## src/rtl/bnode_pkg.sv

```systemverilog
package bnode_pkg;

    typedef enum logic [1:0] {
        ND_IDLE = 2'd0,
        ND_ASK  = 2'd1,
        ND_HOLD = 2'd2
    } nd_state_e;

    typedef struct packed {
        nd_state_e st;
        logic      clr_seen;
    } fsm_regs_t;

    typedef struct packed {
        logic fwd;
    } fwd_regs_t;

endpackage

```

## src/rtl/bnode_req_fsm.sv

```systemverilog
module bnode_req_fsm
    import bnode_pkg::*;
(
    input  logic clk,
    input  logic rst,
    input  logic req_i,
    input  logic done_i,
    input  logic cyc_end_i,
    input  logic grant_act_i,
    input  logic bus_free_i,
    input  logic clr_act_i,
    input  logic fwd_act_i,
    output logic asking_o,
    output logic owning_o
);

    fsm_regs_t r_q, r_d;

    always_comb begin
        r_d = r_q;
        unique case (r_q.st)
            ND_IDLE: begin
                r_d.clr_seen = 1'b0;
                // hold a new request back while a grant is passing through
                if (req_i && !fwd_act_i && !grant_act_i) begin
                    r_d.st = ND_ASK;
                end
            end
            ND_ASK: begin
                if (grant_act_i && bus_free_i) begin
                    r_d.st = ND_HOLD;
                end else if (!req_i && !grant_act_i) begin
                    r_d.st = ND_IDLE;
                end
            end
            ND_HOLD: begin
                if (clr_act_i) begin
                    r_d.clr_seen = 1'b1;
                end
                if (done_i || (cyc_end_i && (r_q.clr_seen || clr_act_i))) begin
                    r_d.st       = ND_IDLE;
                    r_d.clr_seen = 1'b0;
                end
            end
            default: begin
                r_d.st       = ND_IDLE;
                r_d.clr_seen = 1'b0;
            end
        endcase
    end

    always_ff @(posedge clk) begin
        if (rst) begin
            r_q.st       <= ND_IDLE;
            r_q.clr_seen <= 1'b0;
        end else begin
            r_q <= r_d;
        end
    end

    assign asking_o = (r_q.st == ND_ASK);
    assign owning_o = (r_q.st == ND_HOLD);

endmodule

```

## src/rtl/bnode_grant_fwd.sv

```systemverilog
module bnode_grant_fwd
    import bnode_pkg::*;
(
    input  logic clk,
    input  logic rst,
    input  logic grant_act_i,
    input  logic asking_i,
    input  logic owning_i,
    output logic fwd_o
);

    fwd_regs_t f_q, f_d;

    always_comb begin
        f_d     = f_q;
        // once forwarding has started it lasts until the grant goes away
        f_d.fwd = grant_act_i && (f_q.fwd || (!asking_i && !owning_i));
    end

    always_ff @(posedge clk) begin
        if (rst) begin
            f_q.fwd <= 1'b0;
        end else begin
            f_q <= f_d;
        end
    end

    // gated by the live grant, so grant-out drops without waiting for an edge
    assign fwd_o = f_q.fwd && grant_act_i;

endmodule

```

## src/rtl/bnode_line_drv.sv

```systemverilog
module bnode_line_drv #(
    parameter int LEVELS = 4,
    parameter int LEVEL  = 0
) (
    input  logic              asking_i,
    input  logic              owning_i,
    input  logic              fwd_i,
    output logic [LEVELS-1:0] br_n_o,
    output logic              bbsy_n_o,
    output logic              bg_out_n_o,
    output logic              ack_o
);

    for (genvar gi = 0; gi < LEVELS; gi++) begin : g_line
        if (gi == LEVEL) begin : g_own
            assign br_n_o[gi] = ~asking_i;
        end else begin : g_other
            assign br_n_o[gi] = 1'b1;
        end
    end

    assign bbsy_n_o   = ~owning_i;
    assign ack_o      = owning_i;
    assign bg_out_n_o = ~fwd_i;

endmodule

```

## src/rtl/bus_req_node.sv

```systemverilog
module bus_req_node #(
    parameter int LEVELS = 4,
    parameter int LEVEL  = 2
) (
    input  logic              clk,
    input  logic              rst,
    input  logic              req_i,
    input  logic              done_i,
    input  logic              cyc_end_i,
    output logic              ack_o,
    output logic [LEVELS-1:0] br_n_o,
    input  logic              bg_in_n_i,
    output logic              bg_out_n_o,
    input  logic              bbsy_n_i,
    output logic              bbsy_n_o,
    input  logic              bclr_n_i
);

    logic grant_act, clr_act, bus_free;
    logic asking, owning, fwd;

    assign grant_act = ~bg_in_n_i;
    assign clr_act   = ~bclr_n_i;
    assign bus_free  = bbsy_n_i;

    bnode_req_fsm fsm_i (
        .clk         (clk),
        .rst         (rst),
        .req_i       (req_i),
        .done_i      (done_i),
        .cyc_end_i   (cyc_end_i),
        .grant_act_i (grant_act),
        .bus_free_i  (bus_free),
        .clr_act_i   (clr_act),
        .fwd_act_i   (fwd),
        .asking_o    (asking),
        .owning_o    (owning)
    );

    bnode_grant_fwd fwd_i (
        .clk         (clk),
        .rst         (rst),
        .grant_act_i (grant_act),
        .asking_i    (asking),
        .owning_i    (owning),
        .fwd_o       (fwd)
    );

    bnode_line_drv #(
        .LEVELS (LEVELS),
        .LEVEL  (LEVEL)
    ) drv_i (
        .asking_i   (asking),
        .owning_i   (owning),
        .fwd_i      (fwd),
        .br_n_o     (br_n_o),
        .bbsy_n_o   (bbsy_n_o),
        .bg_out_n_o (bg_out_n_o),
        .ack_o      (ack_o)
    );

endmodule

```

## config.mk

```make
export PLATFORM = sky130hd
export DESIGN_NAME = bus_req_node
export DESIGN_NICKNAME = d
export VERILOG_FILES = /design/src/rtl/bnode_pkg.sv /design/src/rtl/bnode_req_fsm.sv /design/src/rtl/bnode_grant_fwd.sv /design/src/rtl/bnode_line_drv.sv /design/src/rtl/bus_req_node.sv
export SDC_FILE = /design/constraint.sdc
export NUM_CORES = 1
export LEC_CHECK = 0
export BUFFER_PORTS_ARGS = -buffer_cell sky130_fd_sc_hd__clkbuf_2
export CAP_MARGIN = 20
export CORE_AREA = 5 5 42 44
export CTS_CLUSTER_SIZE = 20
export DETAILED_ROUTE_END_ITERATION = 6
export DIE_AREA = 0 0 47 49
export PLACE_DENSITY = 0.41
export REMOVE_ABC_BUFFERS = 1
export SLEW_MARGIN = 10
export SYNTH_ARGS = -nofsm -noshare
export SYNTH_HDL_FRONTEND = slang
export SYNTH_SLANG_ARGS = --single-unit
```

## constraint.sdc

```tcl
create_clock -name clk -period 2.1 [get_ports clk]
set_input_delay 0.105 -clock clk [delete_from_list [all_inputs] [get_ports clk]]
set_output_delay 0.105 -clock clk [all_outputs]
set_load 0.1 [all_outputs]
```

==> flow_metrics.env, run 1 <==
export IMPL_clockRootBuffer="clkbuf_4"
export IMPL_clkLatencyLatePin_ns=0.23
export IMPL_max_freq_mhz=663.7
export IMPL_final_hold_viol_count=0
export IMPL_core_area_mm2=0.001401
export IMPL_vdd_drop_max_v=0.0003037
export IMPL_synth_area_leaders="dfxtp_1 28%, ha_1 13%, buf_4 8.0%"
export IMPL_finalCritPeriodShare=0.7175
export IMPL_antennaDiodeCount=0
export IMPL_slew_headroom=0.6398
export IMPL_rows=14
export IMPL_drv_cap=0
export IMPL_p_per_area_mw_per_mm2=1026
export IMPL_setup_ws_ns=0.5932
export IMPL_cp_slowest_cell="clkbuf_2"
export IMPL_end_kind="primary output"
export IMPL_grt_setup_unrepaired="false"
export IMPL_ys_seq_area_frac=0.2832
export IMPL_drc=0
export IMPL_cp_arrival_ns=1.40
export IMPL_path_cells="inv_1, ha_1, inv_1, clkbuf_2"
export IMPL_cp_required_ns=2.00
export IMPL_initial_core_util=0.2018
export IMPL_dr_pass1_iters=4
export IMPL_ant_nets=0
export IMPL_avgSynthCellArea_um2=7.855
export IMPL_portBuffers=11
export IMPL_io_pin_count=15
export IMPL_synth_edf_count=0
export IMPL_synth_common_cells="5 x inv_1, 4 x dfxtp_1, 4 x nor2_1, 3 x buf_4, 3 x ha_1"
export IMPL_multiInputGateArea_um2=168.9
export IMPL_finalClockSkew_ns=0.0003881
export IMPL_fill_cells=166
export IMPL_register_area_um2=80.08
export IMPL_instances_no_fill=65
export IMPL_startpoint_type="flip-flop"
export IMPL_worstMarginPinSlew_ns=0.5425
export IMPL_synth_most_common_cell="inv_1"
export IMPL_synth_top_cell_area_share=0.2832
export IMPL_critical_path_max_stage_delay_ns=0.45
export IMPL_drive_above_1_share=0.3265
export IMPL_overflow=0
export IMPL_grt_total_usage=0.06404
export IMPL_cpMostUsedCell="inv_1"
export IMPL_cellLeakagePower_nw=0.1700
export IMPL_outcome="complete, no violations"
export IMPL_drt_iter0_markers=2
export IMPL_total_power_uw=374.8
export IMPL_dp_hpwl_um=533.9
export IMPL_async_flop_share=0
export IMPL_nets=62
export IMPL_cts_buffers=3
export IMPL_worstHoldPathType="input pin to flip-flop"
export IMPL_die_y_um=49
export IMPL_cts_tree="yes"
export IMPL_wl_per_cell_um=9.385
export IMPL_syn_area_um2=282.8
export IMPL_cts_sinks=4
export IMPL_grt_max_degree=6
export IMPL_die_w_um=47
export IMPL_dieArea_mm2=0.002303
export IMPL_fin_crit_ns=1.507
export IMPL_area_growth_pct=29.20
export IMPL_pre_cts_ws_ns=0.6412
export IMPL_place_inst=62
export IMPL_final_area_um2=365.4
export IMPL_ys_warn_count=0
export IMPL_cts_hold_repair_buffers=0
export IMPL_syn_inst=36
export IMPL_clk_pin_slew_ns=0.04
export IMPL_htree_levels=1
export IMPL_cts_buffer_depth=2
export IMPL_post_cts_buffers=0
export IMPL_grt_pass1_vias=251
export IMPL_viasPerCell=4.077
export IMPL_drv_slew=0
export IMPL_antenna_found_initial=0
export IMPL_ys_ff_latch=4
export IMPL_routed_wl_um=610
export IMPL_cts_resized=0
export IMPL_synthFlopType="dfxtp_1"
export IMPL_placed_cell_area_um2=342.8
export IMPL_ys_types=18
export IMPL_setup_violations=0
export IMPL_routabilityCongestion=0.6217
export IMPL_crit_fanout=4
export IMPL_grt_pass1_wl_um=993
export IMPL_utilization=0.2607
export IMPL_synth_top_area_cell="dfxtp_1"
export IMPL_worst_setup_path_type="flip-flop to primary output"
export IMPL_vias=265
-- sequential cells by signal (all words and copies together), names as in the netlist --
register	flops
fwd_i.f_q	1
fsm_i.r_q	3
-- cell type report --
| class | count | share of cell area |
|---|---|---|
| sequential | 4 | 0.2192 |
| inverter | 5 | 0.05137 |
| timing repair buffer | 11 | 0.1507 |
| clock buffer | 3 | 0.06164 |
| tap | 16 | 0.05479 |
| multi-input combinational | 26 | 0.4623 |
-- cell families (layout without fill, tap and decap cells) --
family / after synthesis / count (layout) / synth area share
AOI/OAI and AO/OA: 5 / 5 / 0.1239
buffers and inverters: 8 / 19 / 0.1460
DFF: 4 / 4 / 0.2832
adders and majority gates: 3 / 3 / 0.1328
and+or+nand+nor: 15 / 15 / 0.3008
other: 1 / 3 / 0.01326
-- routing by layer --
| metal | GRT usage | up-vias | wire length [µm] |
|---|---|---|---|
| li1 | - | 140 | - |
| met1 | 0.06798 | 114 | 239 |
| met2 | 0.09276 | 11 | 301 |
| met3 | 0.05904 | 0 | 69 |
| met4 | 0.01382 | 0 | 0 |
| met5 | 0 | - | 0 |
-- power breakdown --
part           internal, mW  switching [mW]  total, mW
Combinational        0.0478           0.140      0.188
Clock                0.0638          0.0296     0.0933
Sequential           0.0881         0.00569     0.0938
-- worst paths after layout --
path	startpoint	endpoint	slack (ns)	cells after the start
setup reg to reg	fsm_i.r_q[1]	fsm_i.r_q[2]	0.64	5
hold reg to reg	fwd_i.f_q	fwd_i.f_q	0.45	2
hold / removal	rst	fsm_i.r_q[0]	0.13	2
setup / recovery	fsm_i.r_q[2]	br_n_o[2]	0.59	4
-- worst max-delay path: cells and delay by family, from the launching register on --
kind	cells	cell delay [ns]
flops	1	0.32
buf+inv	3	0.61
fa+ha+maj	1	0.23
-- through the flow --
stage	hold slack (ns)	TNS, ns
after floorplan	0.1843	-1.804
after global placement	0.3671	0
after detailed placement	0.3681	0
after CTS	0.1223	0
after global routing	0.1310	0
final	0.1274	0
-- cells in the final DEF (no fill, tap or decap) --
cell type / Yosys / routed
nor3_1: 2 / 2
nor2_1: 4 / 4
or2b_2: 1 / 1
dfxtp_1: 4 / 4
ha_1: 3 / 3
or2_1: 1 / 1
conb_1: 1 / 3
nand3_1: 1 / 1
a21boi_1: 1 / 1
a21oi_1: 1 / 1
nand2_1: 1 / 1
a211oi_1: 1 / 1
clkbuf_2: 0 / 11
or4_1: 2 / 2
and2_4: 1 / 1
clkbuf_4: 0 / 3
nand2b_1: 2 / 2
o31ai_1: 2 / 2
inv_1: 5 / 5
(Power assumes the default switching activity.)
==> run 2: changes to the inputs <==
PLACE_DENSITY = 0.42   (was 0.41)
clock period = 1.23 ns   (was 2.1 ns; I/O delays follow)
==> run 2 against run 1 <==
Against the previous run:
- the run now ends with setup timing left
- clock-buffer cell count is the same
- die area is the same
- clock skew grew 0.0024 ns
- global-route usage grew 1.3 points
- register-to-register slack lost 0.78 ns
- first-iteration DRC count shrank 100%
- via count grew 17%
- non-clock buffer count grew 9
- final cell count grew 14%
- critical endpoint is now fsm_i.r_q[2]
- largest power group unchanged
- highest routed layer unchanged
==> flow_metrics.env, run 2 (synthesized netlist as in run 1, its figures left out) <==
export IMPL_worst_r2r_path_depth=5
export IMPL_dp_hpwl_um=552
export IMPL_htree_levels=1
export IMPL_fill_cells=152
export IMPL_cts_sinks=4
export IMPL_dieArea_mm2=0.002303
export IMPL_drv_slew=0
export IMPL_finalCritPeriodShare=1.114
export IMPL_setup_tns_final_ns=-0.2784
export IMPL_cellLeakagePower_nw=0.2399
export IMPL_hp_start="rst"
export IMPL_cp_slowest_cell="or4_4"
export IMPL_grt_pass1_vias=321
export IMPL_wl_per_cell_um=9.541
export IMPL_fin_crit_ns=1.370
export IMPL_r2r_end="fsm_i.r_q[2]"
export IMPL_reg_top3="fsm_i.r_q (3), fwd_i.f_q (1)"
export IMPL_drt_iter0_markers=0
export IMPL_ant_nets=0
export IMPL_dr_pass1_iters=1
export IMPL_cellInternalPower_uw=482.6
export IMPL_drive_above_1_share=0.6552
export IMPL_rows=14
export IMPL_final_common_cell="buf_4"
export IMPL_cp_required_ns=1.38
export IMPL_total_power_uw=848.3
export IMPL_antennaDiodeCount=0
export IMPL_final_hold_viol_count=0
export IMPL_setup_violations=2
export IMPL_grt_total_usage=0.07736
export IMPL_cts_buffers=3
export IMPL_min_to="fsm_i.r_q[2]"
export IMPL_drc=0
export IMPL_hold_ws_ns=0.08138
export IMPL_core_area_mm2=0.001401
export IMPL_grt_pass1_wl_mm=1.269
export IMPL_routabilityCongestion=0.7438
export IMPL_cp_arrival_ns=1.52
export IMPL_clk_pin_slew_ns=0.04
export IMPL_startpoint_type="flip-flop"
export IMPL_r2r_slack_ns=-0.14
export IMPL_die_w_um=47
export IMPL_viasPerCell=4.203
export IMPL_cp_buffers_inverters=1
export IMPL_max_freq_mhz=729.7
export IMPL_clkLatencyLatePin_ns=0.24
export IMPL_finalClockSkew_ns=0.002789
export IMPL_instances_no_fill=74
export IMPL_crit_fanout=3
export IMPL_outcome="finished with violations"
export IMPL_drv_cap=0
export IMPL_setup_ws_ns=-0.1404
export IMPL_utilization=0.3955
export IMPL_place_inst=69
export IMPL_p_clk_frac=0.204
export IMPL_cts_hold_repair_buffers=0
export IMPL_vdd_drop_max_v=0.0007730
export IMPL_top_register="fsm_i.r_q"
export IMPL_mostFrequentLayoutCells="10 x buf_4, 7 x clkbuf_2"
export IMPL_cts_tree="yes"
export IMPL_grt_setup_unrepaired="true"
export IMPL_combPwrFrac=0.603
export IMPL_overflow=0
export IMPL_cts_buffer_depth=2
export IMPL_area_growth_pct=96.02
export IMPL_power_frac_seq=0.193
export IMPL_portBuffers=11
export IMPL_die_y_um=49
export IMPL_initial_core_util=0.2018
export IMPL_grt_max_degree=6
export IMPL_clockRootBuffer="clkbuf_4"
export IMPL_routed_wl_um=706
export IMPL_largest_register_ffs=3
export IMPL_vias=311
export IMPL_critical_path_top_delay_family="simple AND/OR/NAND/NOR gates"
export IMPL_violations="setup timing"
export IMPL_worstHoldPathType="input pin to flip-flop"
export IMPL_end_kind="flip-flop"
export IMPL_path_cells="inv_6, ha_4, and2_4, or4_4, o31ai_2"
export IMPL_critical_path_max_stage_delay_ns=0.52
export IMPL_rr_startpoint="fsm_i.r_q[2]"
export IMPL_netSwitchingFraction=0.4311
export IMPL_nets=71
export IMPL_antenna_found_initial=0
export IMPL_io_pin_count=15
export IMPL_p_per_area_mw_per_mm2=1531
export IMPL_power_switching_uw=365.7
export IMPL_min_path_cells=2
export IMPL_worst_setup_path_type="flip-flop to flip-flop"
==> run 2: cell type report <==
type | count | area, µm² | area share
flip-flops and latches | 4 | 85.08 | 0.1535
well taps | 16 | 20.02 | 0.03612
clock buffers | 3 | 22.52 | 0.04063
repair buffers | 20 | 170.2 | 0.3070
multi-input cells | 26 | 232.7 | 0.4199
inverters | 5 | 23.77 | 0.04289
==> run 2: worst max path at each step <==
stage,cells after the start,slack [ns],endpoint,from
final,5,-0.14,fsm_i.r_q[2],fsm_i.r_q[2]
after global routing,5,-0.20,fsm_i.r_q[1],fsm_i.r_q[2]
after CTS,6,-0.13,fsm_i.r_q[2],fsm_i.r_q[1]
after detailed placement,6,-0.20,fsm_i.r_q[2],fsm_i.r_q[1]
after global placement,6,-0.19,fsm_i.r_q[2],fsm_i.r_q[1]
after floorplan,6,-1.51,fsm_i.r_q[1],fsm_i.r_q[1]
==> run 2: power groups by stage <==
stage          Combinational, mW  Sequential, mW  Clock, mW
2_1_floorplan              0.270           0.160          0
3_3_place_gp               0.438           0.161          0
3_5_place_dp               0.436           0.162          0
4_1_cts                    0.465           0.165      0.184
5_1_grt                    0.555           0.166      0.195
6_report                   0.512           0.163      0.173
==> run 2: routing by layer <==
metal  vias up  GRT usage  share of wire
li1        155          -              -
met1       148     0.1007           0.43
met2         8     0.1041           0.51
met3         0    0.02214          0.057
met4         0    0.05530              0
met5         -          0              0
==> run 2: timing repair <==
action                                  CTS  global route
pin swaps                                 1             2
gates resized for setup                  12             9
endpoints found under the setup margin    6             6
setup buffers                             0             2
==> run 2: stage by stage <==
stage,worst slack [ns],cell area (µm²)
6_report,-0.1404,554.3
5_1_grt,-0.2036,554.3
4_1_cts,-0.1293,495.5
3_5_place_dp,-0.2030,442.9
3_3_place_gp,-0.1861,442.9
2_1_floorplan,-1.512,267.8
==> run 2: worst reg2reg max path, delay by kind of cell, from the launching register on <==
family | cells | cell delay, ns
flip-flops | 1 | 0.37
adder cells (fa/ha/maj) | 1 | 0.15
buffers and inverters | 1 | 0.05
AND/OR/NAND/NOR | 2 | 0.65
AO/OA/AOI/OAI | 1 | 0.06
==> run 3: changes to the inputs <==
CORE_AREA = 10 10 47 49   (was 5 5 42 44)
DIE_AREA = 0 0 57 59   (was 0 0 47 49)
REMOVE_ABC_BUFFERS = unset   (was 1)
==> run 3 against run 2 <==
Against the previous run:
- the run still ends with setup timing left
- clock power grew 2%
- critical path depth is the same
- register-to-register slack lost 0.04 ns
- global-route usage is 3.0 points lower
- first-iteration DRC count did not move
- worst setup slack lost 0.041 ns
- sequential power increased by 11%
- largest cell class unchanged
==> flow_metrics.env, run 3 (synthesized netlist as in run 1, its figures left out) <==
export IMPL_outcome="finished with violations"
export IMPL_violations="setup timing"
export IMPL_r2r_slack_ns=-0.18
export IMPL_area_growth_pct=103.1
export IMPL_final_hold_viol_count=0
export IMPL_nets=69
export IMPL_htree_levels=1
export IMPL_grt_setup_unrepaired="true"
export IMPL_ant_nets=0
export IMPL_dp_hpwl_um=622.2
export IMPL_place_inst=67
export IMPL_finalCritPeriodShare=1.147
export IMPL_antennaDiodeCount=0
export IMPL_grt_pass1_wl_mm=1.255
export IMPL_vias=307
export IMPL_worstHoldPathType="input pin to flip-flop"
export IMPL_drt_iter0_markers=0
export IMPL_drc=0
export IMPL_dieArea_mm2=0.003363
export IMPL_fin_crit_ns=1.411
export IMPL_routabilityCongestion=0.8363
export IMPL_cp_arrival_ns=1.57
export IMPL_hold_ws_ns=0.09470
export IMPL_dr_pass1_iters=1
export IMPL_clk_pin_slew_ns=0.04
export IMPL_grt_pass1_vias=300
export IMPL_drv_slew=0
export IMPL_hp_start="rst"
export IMPL_cellInternalPower_uw=500.4
export IMPL_crit_fanout=3
export IMPL_drv_cap=0
export IMPL_power_switching_uw=403.2
export IMPL_cts_buffers=3
export IMPL_p_per_area_mw_per_mm2=1573
export IMPL_max_freq_mhz=708.7
export IMPL_die_w_um=57
export IMPL_instances_no_fill=72
export IMPL_setup_ws_ns=-0.1810
export IMPL_top_usage_layer="met2"
export IMPL_portBuffers=11
export IMPL_cts_tree="yes"
export IMPL_reg_top3="fsm_i.r_q (3), fwd_i.f_q (1)"
export IMPL_cts_buffer_depth=2
export IMPL_clkLatencyLatePin_ns=0.25
export IMPL_startpoint_type="flip-flop"
export IMPL_worst_r2r_path_depth=5
export IMPL_vdd_drop_max_v=0.0005342
export IMPL_overflow=0
export IMPL_io_pin_count=15
export IMPL_core_area_mm2=0.001401
export IMPL_min_path_cells=2
export IMPL_drive_above_1_share=0.6786
export IMPL_routed_wl_um=868
export IMPL_power_frac_seq=0.201
export IMPL_grtUsageMet2=0.06512
export IMPL_grt_total_usage=0.04706
export IMPL_p_clk_frac=0.196
export IMPL_viasPerCell=4.264
export IMPL_die_y_um=59
export IMPL_clockRootBuffer="clkbuf_4"
export IMPL_utilization=0.4098
export IMPL_wl_per_cell_um=12.06
export IMPL_min_to="fsm_i.r_q[0]"
export IMPL_end_kind="flip-flop"
export IMPL_initial_core_util=0.2018
export IMPL_placed_cell_area_um2=465.4
export IMPL_grt_use_met3=0.03004
export IMPL_antenna_found_initial=0
export IMPL_rr_startpoint="fsm_i.r_q[1]"
export IMPL_cellLeakagePower_nw=0.2339
export IMPL_r2r_end="fsm_i.r_q[1]"
export IMPL_use_met1=0.04858
export IMPL_mostFrequentLayoutCells="7 x clkbuf_2, 7 x buf_4, 4 x nor2_1"
export IMPL_setup_violations=4
export IMPL_worst_setup_path_type="flip-flop to flip-flop"
export IMPL_finalClockSkew_ns=0.005729
export IMPL_rows=14
export IMPL_top_register="fsm_i.r_q"
export IMPL_cp_required_ns=1.38
export IMPL_final_area_um2=574.3
export IMPL_cts_sinks=4
export IMPL_combPwrFrac=0.603
export IMPL_grt_max_degree=6
export IMPL_netSwitchingFraction=0.4462
export IMPL_largest_register_ffs=3
## run 3: area by class of cell
cell class	count	area, µm²
Sequential cell	4	87.58
Timing Repair Buffer	18	158.9
Inverter	5	33.78
Clock buffer	3	22.52
Fill cell	147	827.0
Multi-Input combinational cell	26	251.5
Tap cell	16	20.02
## run 3: worst max-delay path by stage
| stage | from | to | slack (ns) | cells after the start |
|---|---|---|---|---|
| 2_1_floorplan | fsm_i.r_q[1] | fsm_i.r_q[2] | -0.76 | 6 |
| 3_3_place_gp | fsm_i.r_q[2] | fsm_i.r_q[1] | -0.24 | 6 |
| 3_5_place_dp | fsm_i.r_q[2] | fsm_i.r_q[2] | -0.27 | 6 |
| 4_1_cts | fsm_i.r_q[2] | fsm_i.r_q[2] | -0.17 | 5 |
| 5_1_grt | fsm_i.r_q[1] | fsm_i.r_q[1] | -0.21 | 6 |
| 6_report | fsm_i.r_q[1] | fsm_i.r_q[1] | -0.18 | 5 |
## run 3: power by group through the flow
| stage | clock network (mW) | logic (mW) | registers [mW] |
|---|---|---|---|
| 5_1_grt | 0.186 | 0.576 | 0.183 |
| 3_3_place_gp | 0 | 0.454 | 0.166 |
| 6_report | 0.177 | 0.545 | 0.181 |
| 3_5_place_dp | 0 | 0.448 | 0.167 |
| 2_1_floorplan | 0 | 0.304 | 0.163 |
| 4_1_cts | 0.181 | 0.474 | 0.172 |
## run 3: routing by layer
metal	routed length (µm)	part of all wire	vias to the layer above
li1	-	-	153
met1	303	0.35	138
met2	430	0.50	13
met3	108	0.12	3
met4	26	0.030	0
met5	0	0	-
## run 3: critical path: stages (launching register included)
cell     delay (ns)
dfxtp_4        0.37
inv_6          0.05
ha_4           0.15
and2_4         0.14
or4_4          0.54
o31ai_4        0.07
## run 3: metrics by stage
step           setup TNS (ns)  setup slack, ns  power, mW
3_3_place_gp          -0.4816          -0.2438     0.6198
3_5_place_dp          -0.5332          -0.2662     0.6150
2_1_floorplan          -2.285          -0.7592     0.4667
5_1_grt               -0.6152          -0.2100     0.9447
6_report              -0.4294          -0.1810     0.9036
4_1_cts               -0.4535          -0.1676     0.8261
## run 3: timing repair
action	CTS	global route
endpoints found under the setup margin	4	4
endpoints found under the hold margin	0	0
pin swaps	2	1
hold buffers	0	0
setup buffers	0	2
gates resized for setup	8	11
